## src/rtl/gk_pkg.sv

```systemverilog
package gk_pkg;
  typedef enum logic [2:0] {
    OP_READ    = 3'd0,
    OP_WRITE   = 3'd1,
    OP_CFG     = 3'd2,
    OP_SET_RPW = 3'd3,
    OP_SET_WPW = 3'd4
  } op_e;

  typedef enum logic [1:0] {
    NEED_NONE = 2'd0,
    NEED_RD   = 2'd1,
    NEED_WR   = 2'd2,
    NEED_CFG  = 2'd3
  } need_e;

  typedef enum logic [2:0] {
    ST_IDLE    = 3'd0,
    ST_COLLECT = 3'd1,
    ST_CHECK   = 3'd2,
    ST_WAIT    = 3'd3,
    ST_GRANT   = 3'd4
  } state_e;

  localparam logic [2:0] SEL_PW_RD  = 3'd0;
  localparam logic [2:0] SEL_PW_WR  = 3'd1;
  localparam logic [2:0] SEL_PW_CFG = 3'd2;
  localparam logic [2:0] SEL_LIMIT  = 3'd3;
  localparam logic [2:0] SEL_COUNT  = 3'd4;
  localparam logic [2:0] SEL_CTRL   = 3'd5;
  localparam logic [2:0] SEL_AMAP   = 3'd6;

  localparam logic [1:0] LOCK_ALL   = 2'b10;
  localparam logic [1:0] FN_RDONLY  = 2'b01;
  localparam logic [1:0] FN_PROG    = 2'b10;
  localparam logic [1:0] FN_CLOSED  = 2'b11;
endpackage

```

## src/rtl/gk_pw_shift.sv

```systemverilog
module gk_pw_shift #(
  parameter int BYTES = 8
) (
  input  logic                 clk,
  input  logic                 rst_n,
  input  logic                 clr,
  input  logic                 vld,
  input  logic [7:0]           byte_in,
  output logic [BYTES*8-1:0]   value,
  output logic                 last
);
  localparam int IDX_W = (BYTES > 1) ? $clog2(BYTES) : 1;
  localparam logic [IDX_W-1:0] LAST_IDX = IDX_W'(BYTES - 1);

  logic [IDX_W-1:0]   idx_q, idx_d;
  logic [BYTES*8-1:0] val_d;
  logic               en;

  always_comb begin
    en    = clr | vld;
    idx_d = clr ? '0 : idx_q + 1'b1;
    val_d = clr ? '0 : {byte_in, value[BYTES*8-1:8]};
  end

  assign last = vld & (idx_q == LAST_IDX);

  always_ff @(posedge clk or negedge rst_n) begin
    if (!rst_n) begin
      idx_q <= '0;
      value <= '0;
    end else if (en) begin
      idx_q <= idx_d;
      value <= val_d;
    end
  end
endmodule

```

## src/rtl/gk_retry.sv

```systemverilog
module gk_retry #(
  parameter int CNT_W = 8
) (
  input  logic             clk,
  input  logic             rst_n,
  input  logic             lim_we,
  input  logic             cnt_we,
  input  logic [CNT_W-1:0] wdata,
  input  logic             enable,
  input  logic             upd,
  input  logic             match,
  input  logic             clr_on_ok,
  output logic             at_limit
);
  logic [CNT_W-1:0] cnt_q, cnt_d, lim_q;
  logic             cnt_en;
  logic             att;

  always_comb begin
    att    = enable & upd;
    cnt_en = att | cnt_we;
    if (att)
      cnt_d = match ? (clr_on_ok ? '0 : cnt_q) : cnt_q + 1'b1;
    else
      cnt_d = wdata;
  end

  assign at_limit = (cnt_q == lim_q);

  always_ff @(posedge clk or negedge rst_n) begin
    if (!rst_n) begin
      cnt_q <= '0;
      lim_q <= '0;
    end else begin
      if (cnt_en) cnt_q <= cnt_d;
      if (lim_we) lim_q <= wdata;
    end
  end

  AST_CNT_INC: assert property (@(posedge clk) disable iff (!rst_n)
    (enable && upd && !match) |=> (cnt_q == $past(cnt_q) + 1'b1));
  AST_CNT_CLR: assert property (@(posedge clk) disable iff (!rst_n)
    (enable && upd && match && clr_on_ok) |=> (cnt_q == '0));
  AST_CNT_FROZEN: assert property (@(posedge clk) disable iff (!rst_n)
    (!enable && !cnt_we) |=> $stable(cnt_q));
endmodule

```

## src/rtl/gk_policy.sv

```systemverilog
module gk_policy
  import gk_pkg::*;
(
  input  logic [2:0] op,
  input  logic [3:0] nib,
  input  logic       locked,
  input  logic [1:0] lock_mode,
  output logic       deny,
  output need_e      need
);
  logic rd_req, wr_req;
  logic [1:0] fn;

  always_comb begin
    rd_req = nib[0];
    wr_req = nib[1];
    fn     = nib[3:2];
    deny   = 1'b0;
    need   = NEED_NONE;
    if (locked && (lock_mode == LOCK_ALL || op != OP_CFG)) begin
      deny = 1'b1;
    end else begin
      case (op)
        OP_READ:    begin
          deny = (fn == FN_CLOSED);
          need = rd_req ? NEED_RD : NEED_NONE;
        end
        OP_WRITE:   begin
          deny = (fn == FN_RDONLY) || (fn == FN_CLOSED);
          need = wr_req ? NEED_WR : NEED_NONE;
        end
        OP_CFG:     need = NEED_CFG;
        OP_SET_RPW: need = NEED_RD;
        OP_SET_WPW: need = NEED_WR;
        default:    deny = 1'b1;
      endcase
    end
  end
endmodule

```

## src/rtl/gk_gatekeeper.sv

```systemverilog
module gk_gatekeeper
  import gk_pkg::*;
#(
  parameter int PW_BYTES = 8,
  parameter int NUM_ARR  = 4,
  parameter int CNT_W    = 8
) (
  input  logic                        clk,
  input  logic                        rst_n,
  input  logic                        prov_we,
  input  logic [2:0]                  prov_sel,
  input  logic [PW_BYTES*8-1:0]       prov_data,
  input  logic                        req_start,
  input  logic [2:0]                  req_op,
  input  logic [$clog2(NUM_ARR)-1:0]  req_arr,
  input  logic                        pw_valid,
  input  logic [7:0]                  pw_byte,
  input  logic                        busy,
  input  logic                        stop,
  input  logic                        chk_valid,
  input  logic [7:0]                  chk_old,
  input  logic [7:0]                  chk_new,
  output logic                        res_valid,
  output logic                        res_grant,
  output logic                        chk_ack,
  output logic                        chk_ok,
  output logic                        cfg_only,
  output logic                        all_locked
);
  localparam int PW_W  = PW_BYTES * 8;
  localparam int ARR_W = $clog2(NUM_ARR);
  localparam int MAP_W = NUM_ARR * 4;

  // reset: asynchronous assert, synchronous release
  logic [1:0] rst_sync;
  logic       rst_s;
  always_ff @(posedge clk or negedge rst_n) begin
    if (!rst_n) rst_sync <= 2'b00;
    else        rst_sync <= {rst_sync[0], 1'b1};
  end
  assign rst_s = rst_sync[1];

  // provisioned state
  logic [PW_W-1:0]  key_rd, key_wr, key_cfg;
  logic [MAP_W-1:0] amap;
  logic [1:0]       lock_mode;
  logic             rce, rcr;

  always_ff @(posedge clk or negedge rst_s) begin
    if (!rst_s) begin
      key_rd <= '0; key_wr <= '0; key_cfg <= '0;
      amap <= '0; lock_mode <= '0; rce <= 1'b0; rcr <= 1'b0;
    end else if (prov_we) begin
      if (prov_sel == SEL_PW_RD)  key_rd  <= prov_data;
      if (prov_sel == SEL_PW_WR)  key_wr  <= prov_data;
      if (prov_sel == SEL_PW_CFG) key_cfg <= prov_data;
      if (prov_sel == SEL_AMAP)   amap    <= prov_data[MAP_W-1:0];
      if (prov_sel == SEL_CTRL) begin
        lock_mode <= prov_data[1:0];
        rce       <= prov_data[2];
        rcr       <= prov_data[3];
      end
    end
  end

  // session state
  state_e           st_q, st_d;
  logic [2:0]       op_q;
  logic [ARR_W-1:0] arr_q;
  need_e            need_q, pol_need;
  logic             match_q, pol_deny;
  logic             rv_d, rg_d, ack_d, ok_d, cap, clr, upd;
  logic             at_limit, locked, last, match, prog, viol;
  logic [PW_W-1:0]  presented, expect_key;
  logic [3:0]       req_nib, ses_nib;

  assign locked     = rce & at_limit;
  assign cfg_only   = locked & (lock_mode != LOCK_ALL);
  assign all_locked = locked & (lock_mode == LOCK_ALL);
  assign req_nib    = amap[{req_arr, 2'b00} +: 4];
  assign ses_nib    = amap[{arr_q, 2'b00} +: 4];

  gk_policy u_pol (
    .op(req_op), .nib(req_nib), .locked(locked), .lock_mode(lock_mode),
    .deny(pol_deny), .need(pol_need)
  );

  gk_pw_shift #(.BYTES(PW_BYTES)) u_shift (
    .clk(clk), .rst_n(rst_s), .clr(clr),
    .vld(pw_valid && st_q == ST_COLLECT), .byte_in(pw_byte),
    .value(presented), .last(last)
  );

  gk_retry #(.CNT_W(CNT_W)) u_retry (
    .clk(clk), .rst_n(rst_s),
    .lim_we(prov_we && prov_sel == SEL_LIMIT),
    .cnt_we(prov_we && prov_sel == SEL_COUNT),
    .wdata(prov_data[CNT_W-1:0]), .enable(rce), .upd(upd),
    .match(match), .clr_on_ok(rcr), .at_limit(at_limit)
  );

  always_comb begin
    case (need_q)
      NEED_RD:  expect_key = key_rd;
      NEED_WR:  expect_key = key_wr;
      default:  expect_key = key_cfg;
    endcase
  end
  assign match = (presented == expect_key);
  assign prog  = (op_q == OP_WRITE) && (ses_nib[3:2] == FN_PROG);
  assign viol  = prog && ((chk_new & ~chk_old) != 8'h00);

  // next state
  always_comb begin
    st_d = st_q; rv_d = 1'b0; rg_d = 1'b0; ack_d = 1'b0; ok_d = 1'b0;
    cap = 1'b0; clr = 1'b0; upd = 1'b0;
    case (st_q)
      ST_IDLE: if (req_start) begin
        cap = 1'b1;
        if (pol_deny) begin
          rv_d = 1'b1;
        end else if (pol_need == NEED_NONE) begin
          rv_d = 1'b1; rg_d = 1'b1; st_d = ST_GRANT;
        end else begin
          clr = 1'b1; st_d = ST_COLLECT;
        end
      end
      ST_COLLECT: begin
        if (stop)      st_d = ST_IDLE;
        else if (last) st_d = ST_CHECK;
      end
      ST_CHECK: begin
        upd  = 1'b1;
        st_d = ST_WAIT;
      end
      ST_WAIT: begin
        if (stop) st_d = ST_IDLE;
        else if (!busy) begin
          rv_d = 1'b1; rg_d = match_q;
          st_d = match_q ? ST_GRANT : ST_IDLE;
        end
      end
      ST_GRANT: begin
        if (stop) st_d = ST_IDLE;
        else if (chk_valid) begin
          ack_d = 1'b1;
          ok_d  = (op_q == OP_WRITE || op_q == OP_CFG) && !viol;
          if (!ok_d) st_d = ST_IDLE;
        end
      end
      default: st_d = ST_IDLE;
    endcase
  end

  // registers
  always_ff @(posedge clk or negedge rst_s) begin
    if (!rst_s) begin
      st_q <= ST_IDLE; op_q <= '0; arr_q <= '0; need_q <= NEED_NONE;
      match_q <= 1'b0; res_valid <= 1'b0; res_grant <= 1'b0;
      chk_ack <= 1'b0; chk_ok <= 1'b0;
    end else begin
      st_q      <= st_d;
      res_valid <= rv_d;
      res_grant <= rg_d;
      chk_ack   <= ack_d;
      chk_ok    <= ok_d;
      if (cap) begin
        op_q <= req_op; arr_q <= req_arr; need_q <= pol_need;
      end
      if (upd) match_q <= match;
    end
  end

  AST_LOCK_DENY: assert property (@(posedge clk) disable iff (!rst_s)
    (st_q == ST_IDLE && req_start && all_locked) |=> (res_valid && !res_grant));
  AST_NO_RES_BUSY: assert property (@(posedge clk) disable iff (!rst_s)
    (st_q == ST_WAIT && busy) |=> !res_valid);
  AST_PROG_ONLY: assert property (@(posedge clk) disable iff (!rst_s)
    (st_q == ST_GRANT && !stop && chk_valid && viol) |=> (chk_ack && !chk_ok && st_q == ST_IDLE));
  AST_ONE_STROBE: assert property (@(posedge clk) disable iff (!rst_s)
    !(res_valid && chk_ack));
endmodule

```

## config.mk

```make
export PLATFORM = sky130hd
export DESIGN_NAME = gk_gatekeeper
export DESIGN_NICKNAME = d
export VERILOG_FILES = /design/src/rtl/gk_pkg.sv /design/src/rtl/gk_pw_shift.sv /design/src/rtl/gk_retry.sv /design/src/rtl/gk_policy.sv /design/src/rtl/gk_gatekeeper.sv
export SDC_FILE = /design/constraint.sdc
export NUM_CORES = 1
export LEC_CHECK = 0
export ABC_AREA = 1
export BUFFER_PORTS_ARGS = -buffer_cell sky130_fd_sc_hd__buf_2
export CAP_MARGIN = 20
export CORE_UTILIZATION = 60
export DETAILED_ROUTE_END_ITERATION = 6
export GPL_ROUTABILITY_DRIVEN = 0
export PLACE_DENSITY = 0.85
export SETUP_SLACK_MARGIN = 0.2
export SYNTH_ARGS = -nofsm -noshare
export SYNTH_HDL_FRONTEND = slang
export SYNTH_SLANG_ARGS = --single-unit
```

## constraint.sdc

```tcl
create_clock -name clk -period 10.6 [get_ports clk]
set_clock_uncertainty 0.15 [all_clocks]
set_input_delay 3.18 -clock clk [delete_from_list [all_inputs] [get_ports clk]]
set_output_delay 3.18 -clock clk [all_outputs]
set_load 0.02 [all_outputs]
```

# After elaboration in Yosys (flattened, before gate mapping)
# Cells that the tools add are included.
# op_classes
n_addsub,2
n_eq_ne,34
n_shift,2
muxes,48
bitwise,9
reduce_logical,24
# op_table
operator,n
64-bit case mux with 2 select lines,1
64-bit == test,1
64-bit 2-to-1 mux,1
3-bit 2-to-1 mux,12
16-bit by 5-bit indexed part select with 4-bit output,2
1-bit 2-to-1 mux,24
8-bit 2-to-1 mux,3
3-bit by 2-bit == test with 1-bit output (second input constant),7
3-bit == test (second input constant),6
3-bit inequality test (second input constant),5
3-bit case mux with 5 select lines,1
3-bit by 1-bit == test with 1-bit output (second input constant),4
2-bit AND reduction,6
2-bit case mux with 5 select lines,1
3-bit logical NOT,3
8-bit by 1-bit adder with 8-bit output (second input constant),1
8-bit AND,1
2-bit == test (second input constant),4
8-bit == test,1
8-bit NOT,1
8-bit nonzero test,1
1-bit logical AND,7
2-bit inequality test (second input constant),3
6-bit AND reduction,1
other kinds (12),22
# word_totals
regBits,312
input_bits,104
output_inout_bits,6
wordCells,140

# Longest topological paths before layout
# logic_depth
depth_word,10
ltp_mapped,20
mapped_depth_nobuf,18

# Hierarchy
# From an unflattened synthesis, not the netlist that was laid out.
# hier_totals
hier_cells,2029
area_unflattened_um2,15377.2
# modules_own_cells
mod,n_inst,cells_each,area_each_um2,seq_area_each_um2
gk_gatekeeper,1,1604,11632.4,5730.5
gk_pw_shift,1,297,2702.6,1676.6
gk_retry,1,108,944.7,400.4
gk_policy,1,20,97.6,0.0

# Worst setup path before layout
# No wires, ideal clock.
# synth_path
kind,input-to-reg
from,input req_arr[0]
to,register u_shift.value[56]
setup_time_ns,0.136
arrival_ns,4.506
t_required_ns,10.314
setup_slack_ns,5.807
path_stages,11
path_buffers,3
cell_sequence,clkbuf_2 -> inv_1 -> nor2_1 -> o22ai_1 -> nand2_1 -> nand3_1 -> o21ai_1 -> nor2_1 -> buf_2 -> buf_2 -> a21boi_0
# synth_between
elab_chain_cells,10
word_cells_on_any_way,17
cone_classes,2 x eq/ne; 1 x shift; 11 x mux; 1 x bitwise; 2 x reduce/logical
# synth_lines
element,line_no,text
"start, declared",gk_gatekeeper.sv:15,"input logic [$clog2(NUM_ARR)-1:0] req_arr,"
16-bit by 5-bit indexed part select with 4-bit output *,gk_gatekeeper.sv:80,"assign req_nib = amap[{req_arr, 2'b00} +: 4];"
1-bit 2-to-1 mux or 2-bit 2-to-1 mux (tied branches),"gk_policy.sv:26, gk_policy.sv:30",
2-bit case mux with 5 select lines,gk_policy.sv:23,case (op)
2-bit 2-to-1 mux,gk_policy.sv:20,if (locked && (lock_mode == LOCK_ALL || op != OP_CFG)) begin
2-bit logical NOT,gk_gatekeeper.sv:122,end else if (pol_need == NEED_NONE) begin
1-bit 2-to-1 mux,gk_gatekeeper.sv:122,
1-bit 2-to-1 mux *,gk_gatekeeper.sv:120,if (pol_deny) begin
1-bit 2-to-1 mux *,gk_gatekeeper.sv:118,ST_IDLE: if (req_start) begin
1-bit 2-to-1 mux *,gk_gatekeeper.sv:117,case (st_q)
64-bit 2-to-1 mux or 1-bit OR (tied branches),"gk_pw_shift.sv:22, gk_pw_shift.sv:20",
"end signal, assigned",gk_pw_shift.sv:33,value <= val_d;
"end, declared",gk_pw_shift.sv:9,"output logic [BYTES*8-1:0] value,"
# Mark *: on every way between the ends. The rest lies on a longest branch, timed or not.
# A chain may end at the register's enable or synchronous reset.

# Final worst setup path
# layout_path
from,register u_retry.cnt_q[4]
to,output all_locked
# layout_between
elab_chain_cells,3
# layout_lines
element,line_no,text
"start, declared",gk_retry.sv:15,"logic [CNT_W-1:0] cnt_q, cnt_d, lim_q;"
"start signal, assigned",gk_retry.sv:35,if (cnt_en) cnt_q <= cnt_d;
8-bit == test,gk_retry.sv:28,assign at_limit = (cnt_q == lim_q);
1-bit AND,gk_gatekeeper.sv:77,assign locked = rce & at_limit;
1-bit AND,gk_gatekeeper.sv:79,assign all_locked = locked & (lock_mode == LOCK_ALL);
"end, declared",gk_gatekeeper.sv:28,output logic all_locked
# Every way passes these cells.

==> run metrics <==
setup TNS=0 ns; via-per-instance ratio=roughly 5.5; synthesis warning total=0; number of synthesized flops with an enable pin=0; final hold vios=0; Yosys top cell by area=dfrtp_1; Die H=between 150 and 200 um; CTS Buf Count=31; reg2reg end=u_retry.cnt_q[7]; final instance area=between 15000 and 20000 um2; Starting Density=61.5%; CP required=around 7.3 ns; Iter 0 DRT Violations=between 1k and 1.5k; Critical Path Start Type=flop; port bufs=between 100 and 150; IO Pins=110; top-count cell post-synth=nand2_1; synthesized cell area=~16000 um2; Area contributors post-synth=dfrtp_1, nand2_1, o21ai_0; Synth async-reset ratio=100%; clock buffer depth=3; Crit Path Max Fanout=4; post-synthesis sequential area ratio=between 50% and 60%; reg2reg start=need_q[0]; CTS sink cnt=around 310; Final Max Slew Viols=0; number of synthesized register bits=about 310; WS Path Type=reg -> out; initial antenna violation count=0; share of post-route cells with drive strength above 1=under 10%; worst skew pair latency=0.57 ns; die area=between 20000 and 30000 um2; clk root buf=clkbuf_16; Tightest Pin Transition=between 0.9 and 1 ns; Final setup viols=0; Core Box Area=about 25000 um2; DP HPWL=23000 um; worst-case vdd ir drop=approximately 0.21 mV; Final Critical Period=between 5 and 6 ns; MaxCap Viol Count=0; Rel. slew slack=36.9%; vias in the first global route=12.5k; syn_area_per_cell=around 7.6 um2; FP Rows=just under 60; Worst Hold End=rst_sync[1]; Finished Layout Cells=~2.5k; Power Density=between 200 and 300 nW/um2; Post-synth top cells=nand2_1, dfrtp_1, o21ai_0; Post-CTS Setup Repair Bufs=0; global-route wire length before repair=roughly 61000 um; nets=roughly 2.2k; DRC Markers=0; area share of the leading cell type in the synthesized netlist=50.1%; Overall Global Routing Usage=~28%; min-delay worst type=reg -> reg; P&R area growth vs syn=11.0%; Area after DPL=about 16000 um2; Initial DRT Pass Iterations=6; syn_nets=between 2k and 2.5k; Yosys cell types=38; Min-Delay Startpoint=rst_sync[0]; status=finished, final reports clean; n_diodes=0; RSZ-0062 raised after global routing=no; R2R depth=17; H-tree levels=1; drt wl/cell=~15 um; Pleak=approximately 8.7 nW; CTS resizes=0; Cells after Synth=2054; Worst Hold Depth=0; fin crit share=a little under 50%; final WL=roughly 37000 um; grt total ovfl=0; Die Span X=around 160 um; placed cell count=approximately 2.4k; CP endpoint kind=output pin; fmax=roughly 0.19 GHz; Worst Path Arrival=between 1.5 and 2 ns; Clock transition at path regs=0.07 ns; reg-to-reg slack, setup=6.53 ns; Routed Antenna Nets=0; ys flop type=dfrtp_1; hold-fix buffers at CTS=0; vias=approximately 14k; CTS tree=done; largest net degree at the start of global routing=174
critical path, stage by stage (launching register included):
cell     delay, ns
dfrtp_1       0.42
inv_1         0.10
or2_1         0.13
nand4_1       0.09
nor3_1        0.16
nand3_1       0.14
nor3_1        0.14
buf_2         0.19
final cells by class:
type / instances / area [um2]
fillers: 1995 / 8020
flip-flops and latches: 312 / 7810
multi-input cells: 1454 / 6700
clock buffers: 39 / 876
inverters: 183 / 687
repair buffers: 120 / 661
well taps: 330 / 413
clock inverters: 15 / 160
metrics by stage:
stage,utilization (%),power (W),setup slack (ns),hold slack [ns]
3_3_place_gp,64.1,0.00334,5.29,0.186
2_1_floorplan,-,0.00302,1.11,0.181
5_1_grt,68.3,0.00489,5.19,0.213
3_5_place_dp,64.1,0.00340,5.22,0.195
6_report,68.3,0.00454,5.33,0.204
4_1_cts,68.2,0.00454,5.32,0.209
placed cells by master (no fill, tap or decap), types with 2 or more instances in the layout:
| cell type | instances |
|---|---|
| nand3_1 | 156 |
| buf_2 | 109 |
| nor2_1 | 71 |
| clkbuf_16 | 31 |
| a31oi_1 | 2 |
| nand2_4 | 5 |
| nor3_1 | 6 |
| inv_1 | 180 |
| clkinv_2 | 9 |
| nand4_1 | 3 |
| o21ai_0 | 300 |
| o211ai_1 | 2 |
| xnor2_1 | 4 |
| nand2_1 | 743 |
| nor2_4 | 3 |
| clkbuf_8 | 7 |
| dfrtp_1 | 311 |
| xor2_1 | 6 |
| clkinv_1 | 2 |
| o22ai_1 | 6 |
| or2_0 | 3 |
| a21boi_0 | 56 |
| or2_1 | 56 |
| ha_1 | 3 |
| ha_4 | 2 |
| a21boi_1 | 10 |
| a21oi_1 | 6 |
| buf_4 | 9 |
| bufinv_16 | 3 |
cell families after synthesis:
logic type | count (synthesis) | synth area share, %
simple gates | 1052 | 27.9
compound gates | 386 | 13.7
flops | 312 | 50.1
buf+inv | 288 | 7.38
xor+xnor | 10 | 0.562
fa+ha+maj | 5 | 0.401
other cells | 1 | 0.0241
routing by layer:
layer,share of wire [%],track usage (%),up-vias,routed length (um)
met5,0,0,-,0
met4,2.7,8.24,0,984
met3,6.4,3.58,66,2360
met2,46,45.2,489,17100
met1,45,40.6,6411,16400
li1,-,-,6619,-
how the worst max path moves through the flow:
| stage | slack (ns) | start | endpoint |
|---|---|---|---|
| 3_3_place_gp | 5.29 | req_arr[0] | u_shift.value[42] |
| 3_5_place_dp | 5.22 | req_arr[0] | u_shift.value[11] |
| 2_1_floorplan | 1.11 | rst_sync[1] | amap[0] |
| 4_1_cts | 5.32 | u_retry.cnt_q[4] | all_locked |
| 5_1_grt | 5.19 | u_retry.cnt_q[4] | all_locked |
| 6_report | 5.33 | u_retry.cnt_q[4] | all_locked |
power breakdown:
part | internal [W] | total [W] | switching (W) | leakage [nW]
Clock | 0.000653 | 0.00112 | 0.000463 | 0.520
Combinational | 0.000635 | 0.00170 | 0.00106 | 4.22
Sequential | 0.00149 | 0.00173 | 0.000236 | 4.00
Total | 0.00278 | 0.00454 | 0.00176 | 8.74
sequential cells by signal, indices dropped and copies added, names as in the netlist, 2 cells and up:
register / count
lock_mode: 2
key_wr: 64
amap: 16
need_q: 2
st_q: 3
u_retry.cnt_q: 8
u_retry.lim_q: 8
u_shift.value: 64
arr_q: 2
key_rd: 64
key_cfg: 64
op_q: 3
rst_sync: 2
u_shift.idx_q: 3
No activity file was read; power rests on OpenSTA's default activity.
